**src/rtl/instr_step_pkg.sv**
```systemverilog
package instr_step_pkg;

    typedef enum logic [3:0] {
        OP_EXT = 4'h0, OP_MOV = 4'h1, OP_ADD = 4'h2, OP_SUB = 4'h3,
        OP_MUL = 4'h4, OP_DIV = 4'h5, OP_REM = 4'h6, OP_SHL = 4'h7,
        OP_SHR = 4'h8, OP_AND = 4'h9, OP_IOR = 4'ha, OP_XOR = 4'hb,
        OP_TEQ = 4'hc, OP_TNE = 4'hd, OP_TGT = 4'he, OP_TBS = 4'hf
    } op_e;

    localparam logic [5:0] XOP_CALL = 6'h01;

    // base cycle cost of a two-operand opcode, operand words excluded
    function automatic logic [2:0] base_cost(input logic [3:0] opc);
        case (op_e'(opc))
            OP_MOV, OP_AND, OP_IOR, OP_XOR:         return 3'd1;
            OP_ADD, OP_SUB, OP_MUL, OP_SHL, OP_SHR: return 3'd2;
            OP_DIV, OP_REM:                         return 3'd3;
            OP_TEQ, OP_TNE, OP_TGT, OP_TBS:         return 3'd2;
            default:                                return 3'd0;
        endcase
    endfunction

    function automatic logic is_test_op(input logic [3:0] opc);
        return opc[3] & opc[2];
    endfunction

endpackage

```
**src/rtl/ctl_nxw.sv**
```systemverilog
// Flags an operand code that pulls one extra word from the instruction stream.
module ctl_nxw #(
    parameter int FLD_W = 6
) (
    input  logic [FLD_W-1:0] code,
    output logic             hit
);
    localparam logic [FLD_W-1:0] IDX_LO  = FLD_W'(16);
    localparam logic [FLD_W-1:0] IDX_HI  = FLD_W'(23);
    localparam logic [FLD_W-1:0] ABS_IND = FLD_W'(30);
    localparam logic [FLD_W-1:0] ABS_LIT = FLD_W'(31);

    always_comb begin
        hit = ((code >= IDX_LO) && (code <= IDX_HI)) ||
              (code == ABS_IND) || (code == ABS_LIT);
    end
endmodule

```
**src/rtl/ctl_decode.sv**
```systemverilog
module ctl_decode
    import instr_step_pkg::*;
#(
    parameter int OPC_W = 4,
    parameter int FLD_W = 6,
    parameter int LEN_W = 2,
    parameter int CYC_W = 3,
    localparam int WORD_W = OPC_W + 2 * FLD_W
) (
    input  logic [WORD_W-1:0] word,
    input  logic              test_fail,
    output logic              nonbasic,
    output logic [OPC_W-1:0]  opc,
    output logic [FLD_W-1:0]  xop,
    output logic [FLD_W-1:0]  fa,
    output logic [FLD_W-1:0]  fb,
    output logic [LEN_W-1:0]  len,
    output logic [CYC_W-1:0]  cyc,
    output logic              is_test,
    output logic              illegal
);
    logic [1:0] nw;

    // one extra-word detector per operand slot
    for (genvar s = 0; s < 2; s++) begin : g_slot
        ctl_nxw #(.FLD_W(FLD_W)) u_nxw (
            .code (word[OPC_W + s*FLD_W +: FLD_W]),
            .hit  (nw[s])
        );
    end

    logic [FLD_W-1:0] slot0, slot1;
    logic [CYC_W-1:0] base;

    always_comb begin
        slot0    = word[OPC_W +: FLD_W];
        slot1    = word[OPC_W + FLD_W +: FLD_W];
        nonbasic = (word[OPC_W-1:0] == '0);
        opc      = word[OPC_W-1:0];
        xop      = '0;
        fa       = slot0;
        fb       = slot1;
        is_test  = 1'b0;
        illegal  = 1'b0;
        base     = CYC_W'(base_cost(word[3:0]));
        if (nonbasic) begin
            xop     = slot0;
            fa      = slot1;
            fb      = '0;
            illegal = (slot0 != FLD_W'(XOP_CALL));
            if (illegal) begin
                len = LEN_W'(1);
                cyc = CYC_W'(1);
            end else begin
                len = LEN_W'(1) + LEN_W'(nw[1]);
                cyc = CYC_W'(2) + CYC_W'(nw[1]);
            end
        end else begin
            is_test = is_test_op(word[3:0]);
            len = LEN_W'(1) + LEN_W'(nw[0]) + LEN_W'(nw[1]);
            cyc = base + CYC_W'(nw[0]) + CYC_W'(nw[1]) +
                  CYC_W'(is_test & test_fail);
        end
    end
endmodule

```
**src/rtl/instr_step_ctl.sv**
```systemverilog
module instr_step_ctl #(
    parameter int OPC_W = 4,
    parameter int FLD_W = 6,
    parameter int LEN_W = 2,
    parameter int CYC_W = 3,
    localparam int WORD_W = OPC_W + 2 * FLD_W
) (
    input  logic              clk,
    input  logic              rst_n,
    input  logic              in_valid,
    input  logic [WORD_W-1:0] in_word,
    input  logic              in_test_fail,
    input  logic              in_skip_req,
    output logic              out_valid,
    output logic              out_nonbasic,
    output logic [OPC_W-1:0]  out_opcode,
    output logic [FLD_W-1:0]  out_xop,
    output logic [FLD_W-1:0]  out_opnd_a,
    output logic [FLD_W-1:0]  out_opnd_b,
    output logic [LEN_W-1:0]  out_len,
    output logic [CYC_W-1:0]  out_cycles,
    output logic [LEN_W-1:0]  out_pc_adv,
    output logic              out_skipped,
    output logic              out_illegal,
    output logic              out_skip_next
);
    typedef struct packed {
        logic             vld;
        logic             nb;
        logic [OPC_W-1:0] opc;
        logic [FLD_W-1:0] xop;
        logic [FLD_W-1:0] fa;
        logic [FLD_W-1:0] fb;
        logic [LEN_W-1:0] len;
        logic [CYC_W-1:0] cyc;
        logic             skipped;
        logic             illegal;
        logic             pend;
    } st_t;

    st_t st_d, st_q;

    logic             dec_nb, dec_test, dec_ill;
    logic [OPC_W-1:0] dec_opc;
    logic [FLD_W-1:0] dec_xop, dec_fa, dec_fb;
    logic [LEN_W-1:0] dec_len;
    logic [CYC_W-1:0] dec_cyc;

    ctl_decode #(
        .OPC_W(OPC_W), .FLD_W(FLD_W), .LEN_W(LEN_W), .CYC_W(CYC_W)
    ) u_dec (
        .word      (in_word),
        .test_fail (in_test_fail),
        .nonbasic  (dec_nb),
        .opc       (dec_opc),
        .xop       (dec_xop),
        .fa        (dec_fa),
        .fb        (dec_fb),
        .len       (dec_len),
        .cyc       (dec_cyc),
        .is_test   (dec_test),
        .illegal   (dec_ill)
    );

    logic skip_now;

    always_comb begin
        st_d     = st_q;
        st_d.vld = 1'b0;
        skip_now = st_q.pend | in_skip_req;
        if (in_valid) begin
            st_d.vld     = 1'b1;
            st_d.nb      = dec_nb;
            st_d.opc     = dec_opc;
            st_d.xop     = dec_xop;
            st_d.fa      = dec_fa;
            st_d.fb      = dec_fb;
            st_d.len     = dec_len;
            st_d.cyc     = skip_now ? '0 : dec_cyc;
            st_d.skipped = skip_now;
            st_d.illegal = dec_ill;
            st_d.pend    = ~skip_now & dec_test & in_test_fail;
        end
    end

    always_ff @(posedge clk or negedge rst_n) begin
        if (!rst_n) st_q <= '0;
        else        st_q <= st_d;
    end

    assign out_valid     = st_q.vld;
    assign out_nonbasic  = st_q.nb;
    assign out_opcode    = st_q.opc;
    assign out_xop       = st_q.xop;
    assign out_opnd_a    = st_q.fa;
    assign out_opnd_b    = st_q.fb;
    assign out_len       = st_q.len;
    assign out_cycles    = st_q.cyc;
    assign out_pc_adv    = st_q.len;
    assign out_skipped   = st_q.skipped;
    assign out_illegal   = st_q.illegal;
    assign out_skip_next = st_q.pend;


    valid_follow_chk: assert property (@(posedge clk) disable iff (!rst_n)
        in_valid |=> out_valid);

    idle_hold_chk: assert property (@(posedge clk) disable iff (!rst_n)
        !in_valid |=> (!out_valid && $stable(out_skip_next)));

    skip_arm_chk: assert property (@(posedge clk) disable iff (!rst_n)
        (in_valid && dec_test && in_test_fail && !out_skip_next && !in_skip_req)
        |=> out_skip_next);

    skip_consume_chk: assert property (@(posedge clk) disable iff (!rst_n)
        (in_valid && out_skip_next) |=> (out_skipped && !out_skip_next));

    skipped_free_chk: assert property (@(posedge clk) disable iff (!rst_n)
        (out_valid && out_skipped) |-> (out_cycles == '0));

    illegal_len_chk: assert property (@(posedge clk) disable iff (!rst_n)
        (out_valid && out_illegal) |-> (out_len == LEN_W'(1)));

    len_nonzero_chk: assert property (@(posedge clk) disable iff (!rst_n)
        out_valid |-> (out_len != '0));
endmodule

```
**config.mk**
```make
export PLATFORM = sky130hd
export DESIGN_NAME = instr_step_ctl
export DESIGN_NICKNAME = d
export VERILOG_FILES = /design/src/rtl/instr_step_pkg.sv /design/src/rtl/ctl_nxw.sv /design/src/rtl/ctl_decode.sv /design/src/rtl/instr_step_ctl.sv
export SDC_FILE = /design/constraint.sdc
export NUM_CORES = 1
export LEC_CHECK = 0
export BUFFER_PORTS_ARGS = -buffer_cell sky130_fd_sc_hd__buf_2
export CAP_MARGIN = 25
export CORE_MARGIN = 1
export CORE_UTILIZATION = 53
export CTS_CLUSTER_DIAMETER = 200
export DETAILED_ROUTE_END_ITERATION = 8
export PLACE_DENSITY = 0.84
export SYNTH_ARGS = -nofsm -noshare
export SYNTH_HDL_FRONTEND = slang
export SYNTH_SLANG_ARGS = --single-unit
```
**constraint.sdc**
```tcl
create_clock -name clk -period 2.26 [get_ports clk]
set_input_delay 0 -clock clk [delete_from_list [all_inputs] [get_ports clk]]
set_output_delay 0 -clock clk [all_outputs]
set_load 0.02 [all_outputs]
```
Word level (Yosys, flattened, before mapping). Memory sizes are Yosys's and may differ from the RTL's. Cells that the tools add are included.

Bits of input ports: 21. Register bits after elaboration: 32. Memory bits (read-only): 32. Memories kept: 1.

Reduce and logical (&&, ||, !) cells: 7. $lt $le $gt $ge: 4. Bitwise logic cells: 6. Eq/ne operators: 5. Multiplexer cells: 11. Add/subtract/negate cells: 7.

Memory list: (no name shown) (depth 16, bits a word 2, read ports 1, clocked after memory_dff 0, write ports 0, line instr_step_pkg.sv:14) `case (op_e'(opc))`.

Operators with widths (number): $mux 32 (1); $eq 6x5->1 const B (4); $mux 6 (3); $ge 6x5->1 const B (2); $le 6x5->1 const B (2); $mux 3 (3); $add 3x1->3 (2); $ne 6x1->1 const B (1); $add 1x1->2 const A (2); $and 1x1->1 (4); $logic_not 4->1 (1); $logic_or 1x1->1 (4); $mux 2 (2); $add 2x1->3 const A (1); $add 3x3->3 (1); $add 2x1->2 (1); $logic_and 1x1->1 (2); $mux 1 (2); $not 1->1 (1); $or 1x1->1 (1).

Depth between registers and ports, before layout. Gate-level depths: netlist of run 1.

Depth in word-level cells: 10. Depth in mapped cells: 11. Gate-level depth less buffers: 11.

Hierarchy. A second synthesis of run 1 with hierarchy kept.

Cell total of the unflattened synthesis: 142. Area total of the unflattened synthesis: 1814.2 um^2.

By module, submodules not included: instr_step_ctl (cells each 78, times used 1, area an instance 1327.5 um^2, seq. area each 800.8 um^2); ctl_decode (cells each 58, times used 1, area an instance 449.2 um^2, seq. area each 0.0 um^2); ctl_nxw (cells each 3, times used 2, area an instance 18.8 um^2, seq. area each 0.0 um^2).

Worst setup path after synthesis of run 1. Ideal clock, no wire load.

Kind: in2reg. Start point: in in_word[1]. End point: reg st_q, in the netlist out_cycles[1]. Data required time: 2.174 ns. Path slack: 0.367 ns. Data arrival time: 1.808 ns. Buffers on the path: 0. Stages on the path: 11. Cell sequence: inv_1 ha_1 inv_1 o21ai_0 o21ai_0 fa_1 inv_1 ha_1 inv_1 fa_1 o221ai_2.

Cells in the longest elaborated chain, start to end: 6. Elaborated cells between the ends (all ways): 7.

Ends and longest elaborated chain: start, declared (line instr_step_ctl.sv:11) `input logic [WORD_W-1:0] in_word,`; $mem_v2 16x2; $add 3x1->3 (2 in a row) (line ctl_decode.sv:61) `cyc = base + CYC_W'(nw[0]) + CYC_W'(nw[1]) +`; $add 3x3->3 (line ctl_decode.sv:61); $mux 3 (*) (line ctl_decode.sv:46) `if (nonbasic) begin`; $mux 3 (*) (line instr_step_ctl.sv:79) `st_d.cyc = skip_now ? '0 : dec_cyc;`; end signal, assigned (line instr_step_ctl.sv:88) `else st_q <= st_d;`; end, declared (line instr_step_ctl.sv:41) `st_t st_d, st_q;`.

Mark *: on every way between the ends. The rest lies on a longest branch, timed or not. A chain may end at the register's enable or synchronous reset.

Final worst setup path of run 1.
Start point: in in_word[15]. End point: reg st_q, in the netlist out_cycles[1].

Cells in the longest elaborated chain, start to end: 8. Elaborated cells between the ends (all ways): 13.

Ends and longest elaborated chain: $ge 6x5->1 or $le 6x5->1 (tied branches) (line ctl_nxw.sv:14) `hit = ((code >= IDX_LO) && (code <= IDX_HI)) ||`; $logic_and 1x1->1 (line ctl_nxw.sv:14); $logic_or 1x1->1 (line ctl_nxw.sv:14); $logic_or 1x1->1 (*) (line ctl_nxw.sv:15) `(code == ABS_IND) || (code == ABS_LIT);`; $add 3x1->3 or $add 2x1->3 (tied branches) (line ctl_decode.sv:61, ctl_decode.sv:56); $add 3x3->3 or $mux 3 (tied branches) (line ctl_decode.sv:61, ctl_decode.sv:51); $mux 3 (*) (line ctl_decode.sv:46); $mux 3 (*) (line instr_step_ctl.sv:79).

Marks and branches as above.

==> impl_metrics.csv, run 1 <==
group,metric,value,unit
worst_setup_path,path_max_fanout,3,
cells_and_area,drive_gt1_share,31.2,%
global_route,overflow,0,
synth,syn_avg_cell_area,9.54,µm²
worst_setup_path,path_class,"input pin to register",
timing,rsz0062_at_grt,"no",
drt,drtIter0Drc,81,
placed_design,place_congestion,0.839,
cells_and_area,utilization,76.0,%
synth,synth.distinct_cells,32,
cells_and_area,regArea,801,µm²
placed_design,hpwl,2370,µm
global_route,grt_pass1_vias,1447,
placed_design,io_buffers,54,
cells_and_area,fillCellCount,198,
clock_network,cts_inserted_buffers,5,
cells_and_area,nets,263,
worst_setup_path,crit_path_end_kind,"register",
synth,yosys.area_share.xor_xnor,0,%
timing,fmax,450,MHz
timing,period_minus_slack,2.22,ns
global_route,grtUsageMet1,35.3,%
floorplanning,die_area,3190,µm²
global_route,gr-usage-met3,10.1,%
clock_network,insertion_delay,0.33,ns
status,status,"finished clean",
cells_and_area,final_common_cell,"buf_2",
floorplanning,row_count,19,
floorplanning,ioPinCount,55,
floorplanning,initial_core_util,56.6,%
global_route,grt_max_degree,55,
timing,tightest_slew,0.714,ns
synth,synth_fa_ha_area_share,5.72,%
timing,hold_viol_final,0,
timing,slew_headroom,52.4,%
drt,wl_per_cell,14.9,µm
run,max_cap_violations,0,
global_route,antenna_found_initial,0,
cells_and_area,diodes,0,
clock_network,cts.clk_slew.worst_paths,0.11,ns
clock_network,clock-root-buffer,"clkbuf_4",
floorplanning,core-area,2780,µm²
clock_network,cts_tree,"yes",
synth,yosys.area_share.simple,15.2,%
worst_setup_path,cp.required,2.51,ns
pwr,switchingPower,402,µW
pwr,pwr-share-seq,46.6,%
pwr,ir_drop,0.000562,V
pwr,p_per_area,651,nW/µm²
timing,report.final.slew_viol_count,0,
global_route,grt_pass1_wl,6670,µm
pwr,pwr-share-clk,31.0,%
drt,drc_errors,0,
synth,syn-cell-area,1570,µm²
worst_setup_path,cp.arrival,2.47,ns
clock_network,ctsHtreeMaxLevel,2,
synth,synth_top_family_by_area,"simple AND/OR/NAND/NOR gates",
pwr,p_int,973,µW
synth,synth_warnings,0,
synth,synthMuxAreaShare,3.50,%
synth,synth.net_count,192,
drt,ant_nets,0,
synth,ys_seq_area_share,50.9,%
pwr,comb_power_share,22.4,%
hold_path,min-delay-path-class,"input pin to register",
global_route,grtUsageMet2,41.7,%
timing,skew,0.0122,ns
drt,vias,1455,
pwr,total_power,1370,µW
global_route,busiest_layer,"met2",
timing,tns,0,ns
timing,holdWs,0.0191,ns
clock_network,cts.path.max_buffers,2,
cells_and_area,multi_input_area,617,µm²
floorplanning,die_x,56.5,µm
pwr,leakagePower,0.00105,µW
timing,min_period_over_period,98.4,%
global_route,grt_usage,28.0,%
drt,post_drt_via_cell_ratio,5.43,
floorplanning,die_h,56.5,µm
synth,synth_compound_area_share,14.1,%
pwr,swShare,29.3,%
drt,first_pass_iters,4,
worst_setup_path,critPathLaunchType,"input pin",
clock_network,postCtsSetupBuffers,0,
synth,synth_cells,165,
clock_network,cts_sinks,32,
drt,routed_wl,3980,µm
cells_and_area,final_cell_mix,"buf_2, dfrtp_1, inv_1",
timing,setup_viol,0,
synth,ys_ff_latch,32,
cells_and_area,area_delta_synth_final,34.3,%
## power groups by stage
stage | registers, µW | logic [µW] | clock network, µW
finish | 641 | 308 | 426
global route | 646 | 334 | 461
CTS | 640 | 301 | 435
detailed placement | 651 | 268 | 0
global placement | 650 | 261 | 0
floorplan | 709 | 110 | 0
## worst paths after layout
path                                  to  slack (ns)  depth (start not counted)          start
max in group asynchronous  out_opnd_a[0]        1.55                          2          rst_n
hold reg to reg              out_skipped        0.48                          1    out_skipped
setup / recovery           out_cycles[1]        0.04                         10    in_word[15]
min in group asynchronous      out_valid        0.24                          2          rst_n
hold / removal             out_skip_next        0.02                          3   in_test_fail
setup reg to reg           out_cycles[1]        0.85                          3  out_skip_next
## layout make-up
cell class                      instances  share of cell area [%]
Sequential cell                        32                    37.9
Multi-Input combinational cell         95                    29.2
Timing Repair Buffer                   76                    22.9
Inverter                               26                    4.62
Clock buffer                            6                    1.95
Tap cell                               31                    1.84
Clock inverter                          2                    1.66
## flip-flops by register name, summed over array words and instances, names as in the netlist, 2 cells and up
signal and count:
out_opnd_a 6, out_opnd_b 6, out_xop 6, out_opcode 4, out_cycles 3, out_len 2
## stage by stage
step | instance area (µm²) | worst slack (ns) | std cells
detailed placement | 1840 | 0.129 | 241
global placement | 1840 | 0.221 | 241
CTS | 2100 | 0.0209 | 268
floorplan | 1570 | 0.367 | 165
global route | 2110 | 0.0254 | 268
finish | 2110 | 0.0371 | 268
## metal layers
metal / vias to the layer above / routed length (µm)
met2: 65 / 1900
met1: 690 / 1680
met4: 0 / 111
li1: 686 / -
met3: 14 / 289
met5: - / 0
## synthesized netlist by cell type
master     instances  area, µm²
or3_4              1       11.3
mux2_2             4       45.0
buf_1              1       3.75
ha_1               4       50.1
o221ai_2           1       15.0
dfrtp_1           32        801
a211o_1            1       8.76
or3b_2             1       8.76
a31oi_1            8       50.1
or3b_1             1       8.76
o21ai_0           15       75.1
o32ai_1            1       8.76
nor2_1            10       37.5
nand2b_1           3       18.8
nand3_1           14       70.1
or4_1              1       7.51
inv_1             26       97.6
nand2_1           15       56.3
clkbuf_1           6       22.5
o22ai_1            3       18.8
o21ai_1            1       5.00
nor2b_1            2       12.5
a2111oi_0          1       8.76
o21a_1             2       15.0
buf_6              2       22.5
a211oi_1           1       7.51
a21bo_2            1       10.0
buf_2              1       5.00
buf_4              2       15.0
mux2i_1            1       10.0
fa_1               2       40.0
nor3b_1            1       7.51
## critical path, stage by stage
cell and delay [ns]:
dlygate4sd3_1 0.57, buf_2 0.17, nor2b_4 0.16, nand2_2 0.09, fa_1 0.55, inv_1 0.05
ha_1 0.18, inv_1 0.07, fa_1 0.44, o221ai_2 0.18
## logic make-up (layout without fill, tap and decap cells)
logic type | Yosys count | in the layout
adders and majority gates | 6 | 6
buffers and inverters | 38 | 110
AOI/OAI and AO/OA | 35 | 35
muxes | 5 | 5
DFF | 32 | 32
and+or+nand+nor | 49 | 49
## what timing repair did
item                                   CTS  global route
hold buffers                            19             0
gates resized for setup                  0             3
endpoints found under the hold margin   53             0
setup endpoints to repair                0             1
Note: power is estimated with default switching activity, not from simulation.
==> run 2: changes to the inputs <==
--- a/config.mk
+++ b/config.mk
@@ -7,8 +7,9 @@
 export LEC_CHECK = 0
 export BUFFER_PORTS_ARGS = -buffer_cell sky130_fd_sc_hd__buf_2
 export CAP_MARGIN = 25
-export CORE_MARGIN = 1
+export CORE_MARGIN = 2
 export CORE_UTILIZATION = 53
+export CTS_BUF_LIST = sky130_fd_sc_hd__clkbuf_16
 export CTS_CLUSTER_DIAMETER = 200
 export DETAILED_ROUTE_END_ITERATION = 8
 export PLACE_DENSITY = 0.84
==> run 2 against run 1 <==
Via count decreased by 6.5%. Clock power up 72%. Total power is 20% higher. Worst hold slack got worse by 0.018 ns. Routed wire length decreased by 9.1%. Sequential power hardly changed. Combinational power is 11% lower. First-iteration DRC count down 40%. Largest power group is now clock. Largest cell class unchanged. Final cell count fell by 6.0%.
==> impl_metrics.csv, run 2 (synthesis gave the netlist of run 1 again) <==
group,metric,value,unit
worst_setup_path,critPathLaunchType,"input pin",
clock_network,ctsHtreeMaxLevel,2,
hold_path,min-delay-start,"in_word[10]",
global_route,grt_usage,23.0,%
worst_setup_path,r2r_start,"out_skip_next",
timing,rsz0062_at_grt,"no",
pwr,ir_drop,0.000689,V
floorplanning,die_x,58.5,µm
timing,fmax,471,MHz
clock_network,cts_tree,"yes",
timing,hold_viol_final,0,
drt,first_pass_iters,4,
floorplanning,die_area,3420,µm²
pwr,leakagePower,0.00102,µW
clock_network,insertion_delay,0.27,ns
placed_design,place_congestion,0.837,
worst_setup_path,path_max_fanout,3,
worst_setup_path,cp_num_buf_inv,4,
timing,tightest_slew,0.693,ns
timing,setup_viol,0,
drt,wl_per_cell,14.4,µm
cells_and_area,diodes,0,
worst_setup_path,critical_path.slowest_cell,"dlygate4sd3_1",
floorplanning,die_h,58.5,µm
clock_network,cts_sinks,32,
cells_and_area,nets,247,
pwr,p_per_area,810,nW/µm²
clock_network,cts_inserted_buffers,5,
floorplanning,ioPinCount,55,
global_route,antenna_found_initial,0,
timing,min_period_over_period,93.9,%
worst_setup_path,cpPeakStageDelay,0.53,ns
drt,routed_wl,3620,µm
drt,post_drt_via_cell_ratio,5.40,
cells_and_area,final_cell_mix,"buf_2, dfrtp_1, inv_1",
worst_setup_path,cp.arrival,2.30,ns
drt,drc_errors,0,
drt,drtIter0Drc,49,
floorplanning,core-area,2780,µm²
drt,ant_nets,0,
cells_and_area,area_delta_synth_final,29.6,%
drt,vias,1360,
worst_setup_path,path_delay_family,"adder cells",
timing,skew,0.000522,ns
floorplanning,row_count,19,
status,status,"finished clean",
clock_network,cts.path.max_buffers,2,
floorplanning,initial_core_util,56.6,%
global_route,overflow,0,
timing,tns,0,ns
hold_path,min-delay-path-class,"input pin to register",
cells_and_area,drive_gt1_share,33.0,%
worst_setup_path,ff2ff_path_depth,3,
run,max_cap_violations,0,
placed_design,hpwl,2510,µm
placed_design,io_buffers,54,
timing,period_minus_slack,2.12,ns
worst_setup_path,crit_chain,"dlygate4sd3_1 -> buf_2 -> nor2b_4 -> nand2_2 -> fa_1 -> inv_1 -> ha_1 -> inv_1 -> fa_1 -> o221ai_2",
timing,report.final.slew_viol_count,0,
worst_setup_path,path_class,"input pin to register",
clock_network,postCtsSetupBuffers,0,
pwr,total_power,1650,µW
global_route,grt_max_degree,55,
global_route,grt_pass1_vias,1283,
clock_network,clock-root-buffer,"clkbuf_16",
timing,slew_headroom,53.8,%
worst_setup_path,reg2reg_to,"out_cycles[2]",
worst_setup_path,reg2reg_setup_slack,0.87,ns
global_route,grt_pass1_wl,5850,µm
hold_path,whs_path_depth,3,
worst_setup_path,cp.required,2.44,ns
cells_and_area,final_common_cell,"buf_2",
worst_setup_path,worst-path-stages,10,
worst_setup_path,crit_path_end_kind,"register",
hold_path,holdPathEnd,"out_opnd_b[0]",
clock_network,cts.clk_slew.worst_paths,0.05,ns
run 2: cell types whose count changed in the layout (fill, tap and decap cells not counted):
cell           before  now
clkbuf_1            1    0
clkinv_1            0    2
clkbuf_4            5    0
dlygate4sd3_1      19    3
clkinv_2            1    0
clkbuf_16           0    5
run 2: worst reg2reg max path, stage by stage (launching register included):
cell      delay (ns)
dfrtp_1         0.38
or3b_2          0.52
nand2b_1        0.21
o22ai_1         0.18
run 2: layer usage:
layer | up-vias | track usage, % | share of wire [%]
met5 | - | 0 | 0
met4 | 0 | 9.97 | 1.8
met3 | 8 | 6.37 | 5.4
met2 | 44 | 36.0 | 50
met1 | 654 | 30.2 | 43
li1 | 654 | - | -
run 2: area by class of cell:
cell class              instances  area, µm²
repair buffers                 60        323
clock inverters                 3       37.5
well taps                      31       38.8
multi-input cells              95        617
inverters                      26       97.6
clock buffers                   5        125
fillers                       208        742
flip-flops and latches         32        801
run 2: timing repair:
item | in CTS | in global routing
setup endpoints to repair | 0 | 1
hold endpoints to repair | 34 | 0
hold buffers | 3 | 0
gates resized for setup | 0 | 3
run 2: worst max path at each step:
| stage | startpoint | endpoint | slack [ns] |
|---|---|---|---|
| 2_1_floorplan | in_word[1] | out_cycles[1] | 0.37 |
| 3_3_place_gp | in_word[1] | out_cycles[1] | 0.23 |
| 3_5_place_dp | in_word[1] | out_cycles[1] | 0.16 |
| 4_1_cts | in_word[14] | out_cycles[1] | 0.02 |
| 5_1_grt | in_word[14] | out_cycles[1] | 0.05 |
| 6_report | in_word[14] | out_cycles[1] | 0.14 |
run 2: per-stage QoR:
stage | worst slack, ns | utilization [%] | instances | hold WS, ns | cell area, µm²
floorplan | 0.367 | - | 165 | -0.296 | 1570
global placement | 0.226 | 66.0 | 241 | 0.0907 | 1840
detailed placement | 0.164 | 66.0 | 241 | 0.0894 | 1840
CTS | 0.0213 | 73.0 | 252 | 0.000666 | 2030
global route | 0.0499 | 73.3 | 252 | 0.0117 | 2040
finish | 0.138 | 73.3 | 252 | 0.000771 | 2040
run 2: where the power goes:
group          leakage [µW]  switching (µW)  internal [µW]
logic              0.000545             174            101
clock network     0.0000789             223            511
registers          0.000397            24.1            619
total               0.00102             422           1230
==> run 3: changes to the inputs <==
--- a/config.mk
+++ b/config.mk
@@ -7,12 +7,13 @@
 export LEC_CHECK = 0
 export BUFFER_PORTS_ARGS = -buffer_cell sky130_fd_sc_hd__buf_2
 export CAP_MARGIN = 25
-export CORE_MARGIN = 2
+export CORE_MARGIN = 1
 export CORE_UTILIZATION = 53
 export CTS_BUF_LIST = sky130_fd_sc_hd__clkbuf_16
 export CTS_CLUSTER_DIAMETER = 200
 export DETAILED_ROUTE_END_ITERATION = 8
 export PLACE_DENSITY = 0.84
+export RECOVER_POWER = 50
 export SYNTH_ARGS = -nofsm -noshare
 export SYNTH_HDL_FRONTEND = slang
 export SYNTH_SLANG_ARGS = --single-unit
==> run 3 against run 2 <==
The flow now finishes with violations (max-capacitance violations, max-slew violations). Sequential cell count unchanged. Global-route usage increased by 2.7 points. Routed wire length increased by 1.5%. Maximum frequency increased by 7.2%. Final cell count increased by 1.2%. Critical endpoint unchanged. Highest routed layer unchanged.
==> impl_metrics.csv, run 3 (synthesis gave the netlist of run 1 again) <==
group,metric,value,unit
floorplanning,die_x,56.5,µm
cells_and_area,fillCellCount,245,
pwr,ir_drop,0.000728,V
timing,rsz0062_at_grt,"no",
worst_setup_path,crit_chain,"buf_2 -> inv_1 -> ha_1 -> inv_1 -> o21ai_0 -> o21ai_0 -> fa_1 -> inv_1 -> ha_1 -> inv_1 -> fa_1 -> o221ai_2",
worst_setup_path,path_max_fanout,3,
timing,slew_headroom,-32.4,%
timing,period_minus_slack,1.98,ns
floorplanning,die_h,56.5,µm
floorplanning,ioPinCount,55,
clock_network,cts.clk_slew.worst_paths,0.05,ns
cells_and_area,diodes,0,
floorplanning,die_area,3190,µm²
global_route,overflow,0,
drt,vias,1359,
timing,skew,0.00448,ns
floorplanning,initial_core_util,56.6,%
cells_and_area,final-instance-count-excl-fill,255,
placed_design,io_buffers,54,
hold_path,min-delay-path-class,"input pin to register",
drt,wl_per_cell,14.4,µm
placed_design,hpwl,2370,µm
floorplanning,core-area,2780,µm²
global_route,grt_pass1_wl,6140,µm
global_route,grt_pass1_vias,1336,
drt,drc_errors,0,
clock_network,hold_buffers,6,
floorplanning,row_count,19,
timing,tns,0,ns
timing,fmax,505,MHz
pwr,p_per_area,818,nW/µm²
worst_setup_path,path_class,"input pin to register",
global_route,antenna_found_initial,0,
placed_design,placed_cells,241,
clock_network,cts.path.max_buffers,2,
status,status,"finished, violations left",
clock_network,cts_tree,"yes",
clock_network,cts_sinks,32,
worst_setup_path,crit_path_end_kind,"register",
clock_network,postCtsSetupBuffers,0,
timing,tightest_slew,1.99,ns
status,violations,"max-capacitance violations, max-slew violations",
worst_setup_path,critPathLaunchType,"input pin",
worst_setup_path,crit_top_cell,"inv_1",
cells_and_area,nets,250,
worst_setup_path,critical_path.slowest_cell,"fa_1",
run,max_cap_violations,2,
global_route,grt_usage,25.8,%
drt,drtIter0Drc,52,
cells_and_area,final_common_cell,"clkbuf_1",
cells_and_area,final_cell_mix,"clkbuf_1, dfrtp_1, inv_1",
drt,routed_wl,3680,µm
worst_setup_path,cp.arrival,2.17,ns
clock_network,insertion_delay,0.28,ns
worst_setup_path,cpPeakStageDelay,0.54,ns
drt,ant_nets,0,
timing,report.final.slew_viol_count,88,
clock_network,cts-resized-gates,0,
drt,post_drt_via_cell_ratio,5.33,
timing,min_period_over_period,87.6,%
global_route,grt_max_degree,55,
clock_network,cts_inserted_buffers,5,
cells_and_area,drive_gt1_share,16.1,%
clock_network,ctsHtreeMaxLevel,2,
drt,first_pass_iters,4,
cells_and_area,area_delta_synth_final,27.9,%
placed_design,place_congestion,0.839,
pwr,leakagePower,0.000917,µW
worst_setup_path,cp.required,2.45,ns
cells_and_area,utilization,72.4,%
timing,setup_viol,0,
timing,hold_viol_final,0,
clock_network,clock-root-buffer,"clkbuf_16",
-- run 3: critical path, delay by kind of cell --
family                     cells  cell delay [ns]
AOI/OAI and AO/OA              3             0.39
buffers and inverters          5             0.32
adders and majority gates      4             1.44
-- run 3: cell type report --
type,instances,area [µm²],area share [%]
Timing Repair Buffer,63,305,15.2
Multi-Input combinational cell,95,607,30.1
Sequential cell,32,801,39.8
Clock inverter,3,38.8,1.93
Clock buffer,5,125,6.22
Inverter,26,97.6,4.85
Tap cell,31,38.8,1.93
-- run 3: where the power goes --
part	switching [µW]	internal [µW]	leakage (µW)
Sequential	23.5	619	0.000397
Combinational	177	91.0	0.000434
Clock	223	512	0.0000850
-- run 3: stage by stage --
stage	power (µW)	cell area, µm²	setup WS (ns)	hold slack [ns]
finish	1650	2010	0.281	0.00187
detailed placement	919	1840	0.129	0.0880
global route	1720	2010	0.134	0.00556
global placement	911	1840	0.221	0.0893
CTS	1670	2060	0.279	0.00131
floorplan	818	1570	0.367	-0.296
-- run 3: path summary, 6_finish.rpt --
kind | from | to | slack [ns] | cells after the start
setup / recovery | in_word[1] | out_cycles[1] | 0.28 | 12
hold / removal | in_word[11] | out_opnd_b[1] | 0.002 | 3
setup reg to reg | out_skip_next | out_cycles[2] | 0.88 | 3
hold reg to reg | out_skipped | out_skipped | 0.47 | 1
max in group asynchronous | rst_n | out_xop[0] | 0.61 | 2
min in group asynchronous | rst_n | out_valid | 0.68 | 2
-- run 3: per-layer routing --
metal  GRT usage (%)  wire [µm]
met5               0          0
met4            13.6        103
met3            6.68        197
met2            39.8       1760
met1            33.2       1620
